[src/rtl/acc_pkg.sv]
package acc_pkg;

  localparam int OPW = 4;

  typedef enum logic [OPW-1:0] {
    OP_MISC  = 4'h0,
    OP_LOAD  = 4'h1,
    OP_STORE = 4'h2,
    OP_ADD   = 4'h3,
    OP_SUB   = 4'h4,
    OP_JUMP  = 4'h5,
    OP_JGE   = 4'h6,
    OP_LDFLD = 4'h7,
    OP_STFLD = 4'h8,
    OP_LDX   = 4'h9,
    OP_ADDX  = 4'hA,
    OP_STX   = 4'hB,
    OP_JZI   = 4'hC,
    OP_LDI   = 4'hD,
    OP_STI   = 4'hE,
    OP_INCI  = 4'hF
  } opcode_e;

  typedef enum logic [1:0] {
    ST_FETCH,
    ST_DEC,
    ST_EXEC,
    ST_HALT
  } state_e;

  typedef enum logic [2:0] {
    ALU_PASS,
    ALU_ADD,
    ALU_SUB,
    ALU_FIELD,
    ALU_SHL,
    ALU_SHR
  } alu_op_e;

  typedef struct packed {
    logic    rd_op;
    logic    wr_dec;
    logic    wr_ix;
    logic    wr_late;
    logic    indexed;
    logic    jump;
    logic    jge;
    logic    jzi;
    logic    ix_load;
    logic    ix_imm;
    logic    shift;
    logic    halt;
    logic    ac_we;
    alu_op_e alu;
  } ctl_t;

endpackage

[src/rtl/acc_rst_sync.sv]
module acc_rst_sync (
  input  logic clk,
  input  logic rst_n,
  output logic rst_o_n
);

  logic stage1_q;
  logic stage2_q;

  always_ff @(posedge clk or negedge rst_n) begin
    if (!rst_n) begin
      stage1_q <= 1'b0;
      stage2_q <= 1'b0;
    end else begin
      stage1_q <= 1'b1;
      stage2_q <= stage1_q;
    end
  end

  assign rst_o_n = stage2_q;

endmodule

[src/rtl/acc_decode.sv]
module acc_decode
  import acc_pkg::*;
(
  input  opcode_e    op,
  input  logic [1:0] sub,
  output ctl_t       ctl
);

  always_comb begin
    ctl = '0;
    ctl.alu = ALU_PASS;
    unique case (op)
      OP_MISC: begin
        if (sub == 2'b01) begin
          ctl.shift = 1'b1;
          ctl.alu   = ALU_SHL;
        end else if (sub == 2'b10) begin
          ctl.shift = 1'b1;
          ctl.alu   = ALU_SHR;
        end else begin
          ctl.halt = 1'b1;
        end
      end
      OP_LOAD:  begin ctl.rd_op = 1'b1; ctl.ac_we = 1'b1; end
      OP_ADD:   begin ctl.rd_op = 1'b1; ctl.ac_we = 1'b1; ctl.alu = ALU_ADD; end
      OP_SUB:   begin ctl.rd_op = 1'b1; ctl.ac_we = 1'b1; ctl.alu = ALU_SUB; end
      OP_STORE: ctl.wr_dec = 1'b1;
      OP_JUMP:  ctl.jump = 1'b1;
      OP_JGE:   ctl.jge = 1'b1;
      OP_LDFLD: begin ctl.rd_op = 1'b1; ctl.ac_we = 1'b1; ctl.alu = ALU_FIELD; end
      OP_STFLD: begin ctl.rd_op = 1'b1; ctl.wr_late = 1'b1; end
      OP_LDX:   begin ctl.rd_op = 1'b1; ctl.ac_we = 1'b1; ctl.indexed = 1'b1; end
      OP_ADDX:  begin ctl.rd_op = 1'b1; ctl.ac_we = 1'b1; ctl.indexed = 1'b1; ctl.alu = ALU_ADD; end
      OP_STX:   begin ctl.wr_dec = 1'b1; ctl.indexed = 1'b1; end
      OP_JZI:   ctl.jzi = 1'b1;
      OP_LDI:   begin ctl.rd_op = 1'b1; ctl.ix_load = 1'b1; end
      OP_STI:   begin ctl.wr_dec = 1'b1; ctl.wr_ix = 1'b1; end
      OP_INCI:  ctl.ix_imm = 1'b1;
      default:  ctl.halt = 1'b1;
    endcase
  end

endmodule

[src/rtl/acc_alu.sv]
module acc_alu
  import acc_pkg::*;
#(
  parameter int DW = 16,
  parameter int AW = 12
) (
  input  alu_op_e       op,
  input  logic [DW-1:0] a,
  input  logic [DW-1:0] b,
  output logic [DW-1:0] y
);

  always_comb begin
    unique case (op)
      ALU_ADD:   y = a + b;
      ALU_SUB:   y = a - b;
      ALU_FIELD: y = {{(DW-AW){1'b0}}, b[AW-1:0]};
      ALU_SHL:   y = {a[DW-2:0], 1'b0};
      ALU_SHR:   y = {a[DW-1], a[DW-1:1]};
      default:   y = b;
    endcase
  end

endmodule

[src/rtl/acc_cpu.sv]
module acc_cpu
  import acc_pkg::*;
#(
  parameter int DW = 16,
  parameter int AW = 12
) (
  input  logic          clk,
  input  logic          rst_n,
  output logic [AW-1:0] mem_addr,
  output logic          mem_we,
  output logic [DW-1:0] mem_wdata,
  input  logic [DW-1:0] mem_rdata,
  output logic          halted
);

  localparam int               EXT   = DW - AW;
  localparam logic [AW-1:0]    ONE_A = AW'(1);

  logic    rst_i_n;
  state_e  state_q, state_d;
  logic [AW-1:0] pc_q, pc_d, ix_q, ix_d, ea_q, ea_dec;
  logic [DW-1:0] ac_q, ac_d, alu_y;
  alu_op_e exec_alu_q, alu_sel;
  logic    exec_ac_q, exec_ix_q, exec_wl_q;
  ctl_t    ctl;
  logic [AW-1:0] field;
  logic    dec_en;

  acc_rst_sync u_rst (.clk(clk), .rst_n(rst_n), .rst_o_n(rst_i_n));

  assign field = mem_rdata[AW-1:0];

  acc_decode u_dec (
    .op  (opcode_e'(mem_rdata[DW-1:AW])),
    .sub (field[1:0]),
    .ctl (ctl)
  );

  assign alu_sel = (state_q == ST_DEC) ? ctl.alu : exec_alu_q;

  acc_alu #(.DW(DW), .AW(AW)) u_alu (
    .op (alu_sel),
    .a  (ac_q),
    .b  (mem_rdata),
    .y  (alu_y)
  );

  assign ea_dec = field + (ctl.indexed ? ix_q : '0);
  assign dec_en = (state_q == ST_DEC);
  assign halted = (state_q == ST_HALT);

  // next-state and memory port
  always_comb begin
    state_d   = state_q;
    pc_d      = pc_q;
    ac_d      = ac_q;
    ix_d      = ix_q;
    mem_addr  = pc_q;
    mem_we    = 1'b0;
    mem_wdata = ac_q;
    unique case (state_q)
      ST_FETCH: state_d = ST_DEC;
      ST_DEC: begin
        state_d = ST_FETCH;
        pc_d    = pc_q + ONE_A;
        if (ctl.halt) begin
          state_d = ST_HALT;
          pc_d    = pc_q;
        end
        if (ctl.rd_op) begin
          mem_addr = ea_dec;
          state_d  = ST_EXEC;
        end
        if (ctl.wr_dec) begin
          mem_addr  = ea_dec;
          mem_we    = 1'b1;
          mem_wdata = ctl.wr_ix ? {{EXT{ix_q[AW-1]}}, ix_q} : ac_q;
        end
        if (ctl.jump || (ctl.jge && !ac_q[DW-1])) pc_d = field;
        if (ctl.jzi) begin
          if (ix_q == '0) pc_d = field;
          else            ix_d = ix_q + ONE_A;
        end
        if (ctl.ix_imm) ix_d = ix_q + field;
        if (ctl.shift)  ac_d = alu_y;
      end
      ST_EXEC: begin
        state_d  = ST_FETCH;
        mem_addr = ea_q;
        if (exec_ac_q) ac_d = alu_y;
        if (exec_ix_q) ix_d = mem_rdata[AW-1:0];
        if (exec_wl_q) begin
          mem_we    = 1'b1;
          mem_wdata = {mem_rdata[DW-1:AW], ac_q[AW-1:0]};
        end
      end
      default: state_d = ST_HALT;
    endcase
  end

  // architectural registers
  always_ff @(posedge clk or negedge rst_i_n) begin
    if (!rst_i_n) begin
      state_q <= ST_FETCH;
      pc_q    <= '0;
      ac_q    <= '0;
      ix_q    <= '0;
    end else begin
      state_q <= state_d;
      pc_q    <= pc_d;
      ac_q    <= ac_d;
      ix_q    <= ix_d;
    end
  end

  // operand-phase control, enabled in decode
  always_ff @(posedge clk or negedge rst_i_n) begin
    if (!rst_i_n) begin
      ea_q       <= '0;
      exec_alu_q <= ALU_PASS;
      exec_ac_q  <= 1'b0;
      exec_ix_q  <= 1'b0;
      exec_wl_q  <= 1'b0;
    end else if (dec_en) begin
      ea_q       <= ea_dec;
      exec_alu_q <= ctl.alu;
      exec_ac_q  <= ctl.ac_we;
      exec_ix_q  <= ctl.ix_load;
      exec_wl_q  <= ctl.wr_late;
    end
  end

  // once halted, stays halted
  p_halt_sticky_r11: assert property (@(posedge clk) disable iff (!rst_i_n)
    halted |=> halted);

  // no write while halted
  p_quiet_halt_r11: assert property (@(posedge clk) disable iff (!rst_i_n)
    halted |-> !mem_we);

  // PC steps by one when no branch is decoded
  p_pc_step_r2: assert property (@(posedge clk) disable iff (!rst_i_n)
    (dec_en && !ctl.jump && !ctl.jge && !ctl.jzi && !ctl.halt)
      |=> (pc_q == $past(pc_q) + ONE_A));

  // operand phase only follows decode
  p_exec_after_dec_r2: assert property (@(posedge clk) disable iff (!rst_i_n)
    (state_q == ST_EXEC) |-> ($past(state_q) == ST_DEC));

  // index add-immediate leaves AC alone
  p_inci_keeps_ac_r9: assert property (@(posedge clk) disable iff (!rst_i_n)
    (dec_en && ctl.ix_imm) |=> $stable(ac_q));

  // IX changes only through the index instructions
  p_ix_hold_r8: assert property (@(posedge clk) disable iff (!rst_i_n)
    (dec_en && !ctl.jzi && !ctl.ix_imm) |=> $stable(ix_q));

endmodule

[config.mk]
export PLATFORM = sky130hd
export DESIGN_NAME = acc_cpu
export DESIGN_NICKNAME = d
export VERILOG_FILES = /design/src/rtl/acc_pkg.sv /design/src/rtl/acc_rst_sync.sv /design/src/rtl/acc_decode.sv /design/src/rtl/acc_alu.sv /design/src/rtl/acc_cpu.sv
export SDC_FILE = /design/constraint.sdc
export NUM_CORES = 1
export LEC_CHECK = 0
export BUFFER_PORTS_ARGS = -buffer_cell sky130_fd_sc_hd__buf_4
export CAP_MARGIN = 20
export CORE_ASPECT_RATIO = 0.7
export CORE_UTILIZATION = 50
export CTS_CLUSTER_SIZE = 20
export DETAILED_ROUTE_END_ITERATION = 16
export PLACE_DENSITY_LB_ADDON = 0.2
export SLEW_MARGIN = 15
export SYNTH_ARGS = -nofsm -noshare
export SYNTH_HDL_FRONTEND = slang
export SYNTH_SLANG_ARGS = --single-unit
export TNS_END_PERCENT = 20
[constraint.sdc]
create_clock -name clk -period 4.1 [get_ports clk]
set_clock_uncertainty 0.1 [all_clocks]
set_input_delay 0.205 -clock clk [delete_from_list [all_inputs] [get_ports clk]]
set_output_delay 0.205 -clock clk [all_outputs]
set_load 0.005 [all_outputs]
==> impl_metrics.toml, run 1 <==
[status]
outcome = "complete, no violations"

[power_and_ir_drop]
power_frac_seq_pct = 20.1
leak_uw = 0.00317
power_frac_comb_pct = 68.8
p_clk_share_pct = 11.0
power.density_cell_area_nw_per_um2 = 915
vdd_drop_max_mv = 0.411
power.switching_fraction_pct = 49.8
power.net_switching_uw = 3290
power_report.internal_total_uw = 3310

[detailed_routing]
num_vias = 6768
drt_iter0_markers = 801
routedWlPerCell_um = 21.7
route.antenna.remaining_nets = 0
drt-total-wl_um = 22200
via_density_per_instance = 6.63
remaining_drc_errors = 0
detailedRoute.firstPassIterationCount = 6

[setup_path]
critical_path.endpoint_type = "flip-flop"
class_of_the_most_critical_setup_path = "reg2reg"
critical_path_peak_fanout = 8
worst_path_dominant_cell_family = "compound AO/OA/AOI/OAI gates"
slowest_stage = "a2111oi_0"
timing.critical_path.from_type = "flip-flop"
crit_chain = "inv_1, ha_4, nand3b_1, a2bb2oi_4, inv_2, nand2_1, nor2_2, buf_4, nor2_1, xnor2_1, ha_1, o21a_1, o31a_1, o41a_1, a31o_2, a2111oi_0, a221oi_1, o21ai_0"
critical_path.n_buffers_inverters = 3
critPathMaxStageDelay_ns = 0.41
cp.required_ns = 4.26
cp.arrival_ns = 4.06

[final_layout]
num_antenna_cells = 0
final_standard_cell_area_without_fillers_um2 = 7220
layout-area-overhead-vs-synth_pct = 13.8
fin_nets = 919
final_core_utilization_pct = 58.3
drive_above_1_share_pct = 14.4

[yosys]
yosys.cell_types.count = 74
ys_top_cells_by_area = "dfrtp_1, ha_1, a21oi_1"
postSynthNetCount = 883
synth_enable_flop_cells = 0
yosysTopAreaCell = "dfrtp_1"
async_flop_share_pct = 100
yosysTopAreaCellShare_pct = 24.5
yosysSeqAreaShare_pct = 24.5
yosysWarnings = 0
synth_area_per_cell_um2 = 7.75
syn-instance-count = 818
synth.cell_area_um2 = 6340
synth.ff_latch_count = 62
yosys_most_used_dff = "dfrtp_1"

[cts]
cts_made_buffers = 9
clock_sink_total = 62
cts_setup_buffers = 0
cts-root-to-sink-buffers = 2
clock_insertion_delay_worst_skew_ns = 0.34
htreeDepth = 3
clkTransAtPathRegs_ns = 0.06
tritoncts = "built"
cts-root-buf = "clkbuf_16"

[sta]
setup_repair_after_global_routing_missed_its_margin = "false"
slew_violations = 0
timing.setup.tns_ns = 0
final-hold-violation-count = 0
setup_viol = 0
fin_crit_ns = 3.90
max-slew-margin-rel_pct = 43.5
worst_slew_pin_slew_ns = 0.848
timing.final.crit_share_pct = 95.1
postLayoutSetupSlackWorst_ns = 0.201
fmax_mhz = 256

[floorplan]
core_area_um2 = 12400
initial_core_util_pct = 51.2
top_level_ports = 48
std_cell_rows = 34
die-height_um = 96.2
die-width_um = 137
die_area_um2 = 13100

[run]
max-cap-violations = 0

[placement]
buffer_ports.inserted = 47
gp_congestion = 0.943
placement.setup.worst_slack_ns = 0.117
dpl_cell_area_um2 = 6890
dpl.hpwl_um = 16100

[grt]
first_global_vias = 6166
antenna_violations_before_repair = 0
combined_global_route_utilization_of_all_metal_layers_pct = 34.9
grt_start_max_net_pins = 52
gr-total-overflow = 0
grt_pass1_wl_um = 34300

[hold_path]
hold_wc_path_type = "in2async"
==> state kept, by name, summed over array words and instances, names as in the netlist, 2 cells and up <==
register,count
exec_alu_q,3
ix_q,12
ea_q,12
pc_q,12
state_q,2
ac_q,16
==> final cells by class <==
class / count / area [um2]
clock buffer: 9 / 225
clock inverter: 7 / 50.0
fill: 1143 / 5160
inverter: 30 / 113
multi-input combinational: 674 / 4500
sequential: 62 / 1550
tap: 162 / 203
timing repair buffer: 77 / 581
==> power groups by stage <==
stage | Clock [uW] | Combinational, uW | Sequential [uW]
after floorplan | 0 | 3140 | 1160
after global placement | 0 | 4290 | 1310
after detailed placement | 0 | 4390 | 1320
after CTS | 736 | 4410 | 1310
after global routing | 760 | 5010 | 1370
final | 729 | 4550 | 1330
==> worst paths after layout <==
path                                           end  slack [ns]                      from  depth (start not counted)
min in group clk               ix_q[9]$_DFFE_PN0P_        0.14              mem_rdata[9]                          3
setup reg to reg               ac_q[9]$_DFFE_PN0P_        0.20      state_q[1]$_DFF_PN0_                         18
hold / removal             u_rst.rst_o_n$_DFF_PN0_        0.08                     rst_n                          2
hold reg to reg            u_rst.rst_o_n$_DFF_PN0_        0.25  u_rst.stage1_q$_DFF_PN0_                          0
max in group asynchronous      ix_q[9]$_DFFE_PN0P_        2.69   u_rst.rst_o_n$_DFF_PN0_                          1
setup / recovery               ac_q[9]$_DFFE_PN0P_        0.20      state_q[1]$_DFF_PN0_                         18
==> repair_timing <==
action	CTS	global route
hold buffers	1	0
endpoints found under the setup margin	0	5
resized for setup	0	7
endpoints found under the hold margin	2	0
==> per-layer routing <==
metal  GRT usage [%]  share of wire (%)  vias up
li1                -                  -     3111
met1            50.7                 45     3201
met2            49.3                 42      411
met3            9.79                 12       45
met4            10.8                1.9        0
met5               0                  0        -
==> metrics by stage <==
| stage | hold slack (ns) | total power (uW) | cells |
|---|---|---|---|
| floorplan | -0.191 | 4300 | 818 |
| global placement | -0.112 | 5600 | 1004 |
| detailed placement | -0.112 | 5700 | 1004 |
| CTS | 0.0791 | 6460 | 1021 |
| global route | 0.0933 | 7140 | 1021 |
| finish | 0.0782 | 6600 | 1021 |
==> cells in the mapped netlist (12+ instances only) <==
cell      count
and3_1       22
a31oi_1      15
a22oi_1      12
nor2_1       67
xnor2_1      31
a22o_1       15
xor2_1       12
ha_1         44
dfrtp_1      62
a21oi_1      87
o21ai_0      53
inv_1        27
o22ai_1      13
nand3_1      19
nor3_1       17
nand2_1      78
and2_1       15
clkbuf_1     33
==> cells by family after synthesis <==
logic type                 Yosys count  synth area share (%)
muxes                               19                  3.26
buffers and inverters               82                  5.48
AOI/OAI and AO/OA                  295                  30.8
DFF                                 62                  24.5
and+or+nand+nor                    269                  20.4
adders and majority gates           47                  9.63
other                                1                0.0591
xor gates and xnor gates            43                  5.94
==> cells in the final DEF, fill, tap and decap left out, types with 15 or more instances in the layout <==
cell type   n
a31oi_1    15
xnor2_1    31
and2_1     15
buf_4      76
a22o_1     15
nor2_1     66
dfrtp_1    61
nor3_1     17
nand3_1    19
a21oi_1    85
and3_1     22
ha_1       43
nand2_1    78
inv_1      27
o21ai_0    51
Power figures use the tool's default switching activity.
==> run 2: changes to the inputs <==
- MAX_ROUTING_LAYER: default -> met4
==> impl_metrics.toml, run 2 (synthesis gave the netlist of run 1 again) <==
[setup_path]
crit_chain = "inv_1, ha_2, nand3b_1, a2bb2oi_2, inv_2, nand2_1, nor2_4, nor2_1, xnor2_1, ha_1, o21a_1, o31a_1, o41a_1, buf_4, a21oi_1, a21oi_1, xnor2_1, a31oi_1"
class_of_the_most_critical_setup_path = "reg2reg"
cp.arrival_ns = 4.07
critPathMaxStageDelay_ns = 0.40
cp.required_ns = 4.27
timing.critical_path.from_type = "flip-flop"
critical_path_peak_fanout = 8
critical_path.endpoint_type = "flip-flop"
slowest_stage = "dfrtp_1"

[cts]
clock_insertion_delay_worst_skew_ns = 0.35
cts-root-to-sink-buffers = 2
cts_setup_buffers = 0
clkTransAtPathRegs_ns = 0.07
clock_sink_total = 62
tritoncts = "built"
cts-root-buf = "clkbuf_16"
cts_made_buffers = 9
htreeDepth = 3

[detailed_routing]
num_vias = 6850
via_density_per_instance = 6.72
drt_iter0_markers = 807
route.antenna.remaining_nets = 0
drt-total-wl_um = 21800
routedWlPerCell_um = 21.4
detailedRoute.firstPassIterationCount = 6
remaining_drc_errors = 0

[floorplan]
core_area_um2 = 12400
die-height_um = 96.2
initial_core_util_pct = 51.2
top_level_ports = 48
std_cell_rows = 34
die_area_um2 = 13100
die-width_um = 137

[grt]
grt_pass1_wl_um = 33100
gr-total-overflow = 0
first_global_vias = 5956
antenna_violations_before_repair = 0
grt_start_max_net_pins = 52
combined_global_route_utilization_of_all_metal_layers_pct = 34.9

[power_and_ir_drop]
power_frac_seq_pct = 19.6
power.switching_fraction_pct = 49.1
leak_uw = 0.00318
power_frac_comb_pct = 67.2
p_clk_share_pct = 13.1
power.net_switching_uw = 3310
power.density_cell_area_nw_per_um2 = 931
vdd_drop_max_mv = 0.566
power_report.internal_total_uw = 3440

[final_layout]
final_common_cell = "a21oi_1"
layout-area-overhead-vs-synth_pct = 14.4
num_antenna_cells = 0
drive_above_1_share_pct = 14.5
largest_register_ffs = 16
final_standard_cell_area_without_fillers_um2 = 7260
layoutNonFillerInstCount = 1020
top_register = "ac_q"
fin_nets = 918
leading_cell_types_in_the_layout_fill_and_taps_excluded = "a21oi_1, nand2_1, buf_4"

[sta]
fmax_mhz = 256
fin_crit_ns = 3.90
worst_slew_pin_slew_ns = 0.845
timing.final.crit_share_pct = 95.2
max-slew-margin-rel_pct = 43.5
setup_repair_after_global_routing_missed_its_margin = "true"
postLayoutSetupSlackWorst_ns = 0.197
slew_violations = 0
setup_viol = 0
final-hold-violation-count = 0

[status]
outcome = "complete, no violations"

[placement]
placement.setup.worst_slack_ns = 0.00301
buffer_ports.inserted = 47
placed_cells = 1003
dpl_cell_area_um2 = 6890
gp_congestion = 1.00
dpl.hpwl_um = 15900

[hold_path]
hold_wc_path_type = "in2async"

[run]
max-cap-violations = 0
## run 2: per-layer routing
layer	GRT usage, %	vias up	wire, um
met5	-	-	0
met1	49.9	3310	9890
met3	9.74	38	2540
met4	8.80	0	381
met2	47.6	399	8970
li1	-	3103	-
## run 2: critical path, delay by kind of cell (launching register included)
kind / cells / cell delay (ns)
DFF: 1 / 0.40
AOI/OAI and AO/OA: 7 / 1.51
and+or+nand+nor: 4 / 0.54
buffers and inverters: 3 / 0.32
adders and majority gates: 2 / 0.66
xor gates and xnor gates: 2 / 0.28
## run 2: final cells by class
| type | instances | area, um2 |
|---|---|---|
| fill | 1122 | 5120 |
| inverter | 30 | 113 |
| timing repair buffer | 76 | 573 |
| tap | 162 | 203 |
| clock inverter | 7 | 105 |
| sequential | 62 | 1550 |
| multi-input combinational | 674 | 4490 |
| clock buffer | 9 | 225 |
## run 2: path summary, 6_finish.rpt
path                                     startpoint                      end  slack (ns)  cells past startpoint
setup / recovery               state_q[1]$_DFF_PN0_     ac_q[15]$_DFFE_PN0P_        0.20                     18
hold reg to reg            u_rst.stage1_q$_DFF_PN0_  u_rst.rst_o_n$_DFF_PN0_        0.25                      0
min in group clk                       mem_rdata[9]      ix_q[9]$_DFFE_PN0P_        0.13                      3
setup reg to reg               state_q[1]$_DFF_PN0_     ac_q[15]$_DFFE_PN0P_        0.20                     18
hold / removal                                rst_n  u_rst.rst_o_n$_DFF_PN0_        0.07                      2
max in group asynchronous   u_rst.rst_o_n$_DFF_PN0_      ix_q[1]$_DFFE_PN0P_        2.69                      1
## run 2: what timing repair did
action	CTS	global route
hold buffers	1	0
gates resized for setup	0	7
hold endpoints to repair	2	0
setup endpoints to repair	0	9
## run 2: metrics by stage
stage / power [uW] / hold WS (ns) / setup TNS, ns / util (%)
after floorplan: 4300 / -0.191 / 0 / -
after global placement: 5620 / -0.112 / 0 / 55.6
after detailed placement: 5700 / -0.111 / 0 / 55.6
after CTS: 6610 / 0.0718 / 0 / 58.4
after global routing: 7230 / 0.0961 / -0.0207 / 58.6
final: 6760 / 0.0718 / 0 / 58.6
## run 2: power by group through the flow
stage | logic [uW] | clock network [uW] | registers, uW
6_report | 4540 | 888 | 1320
5_1_grt | 4960 | 914 | 1360
4_1_cts | 4410 | 887 | 1310
3_5_place_dp | 4380 | 0 | 1320
3_3_place_gp | 4310 | 0 | 1310
2_1_floorplan | 3140 | 0 | 1160
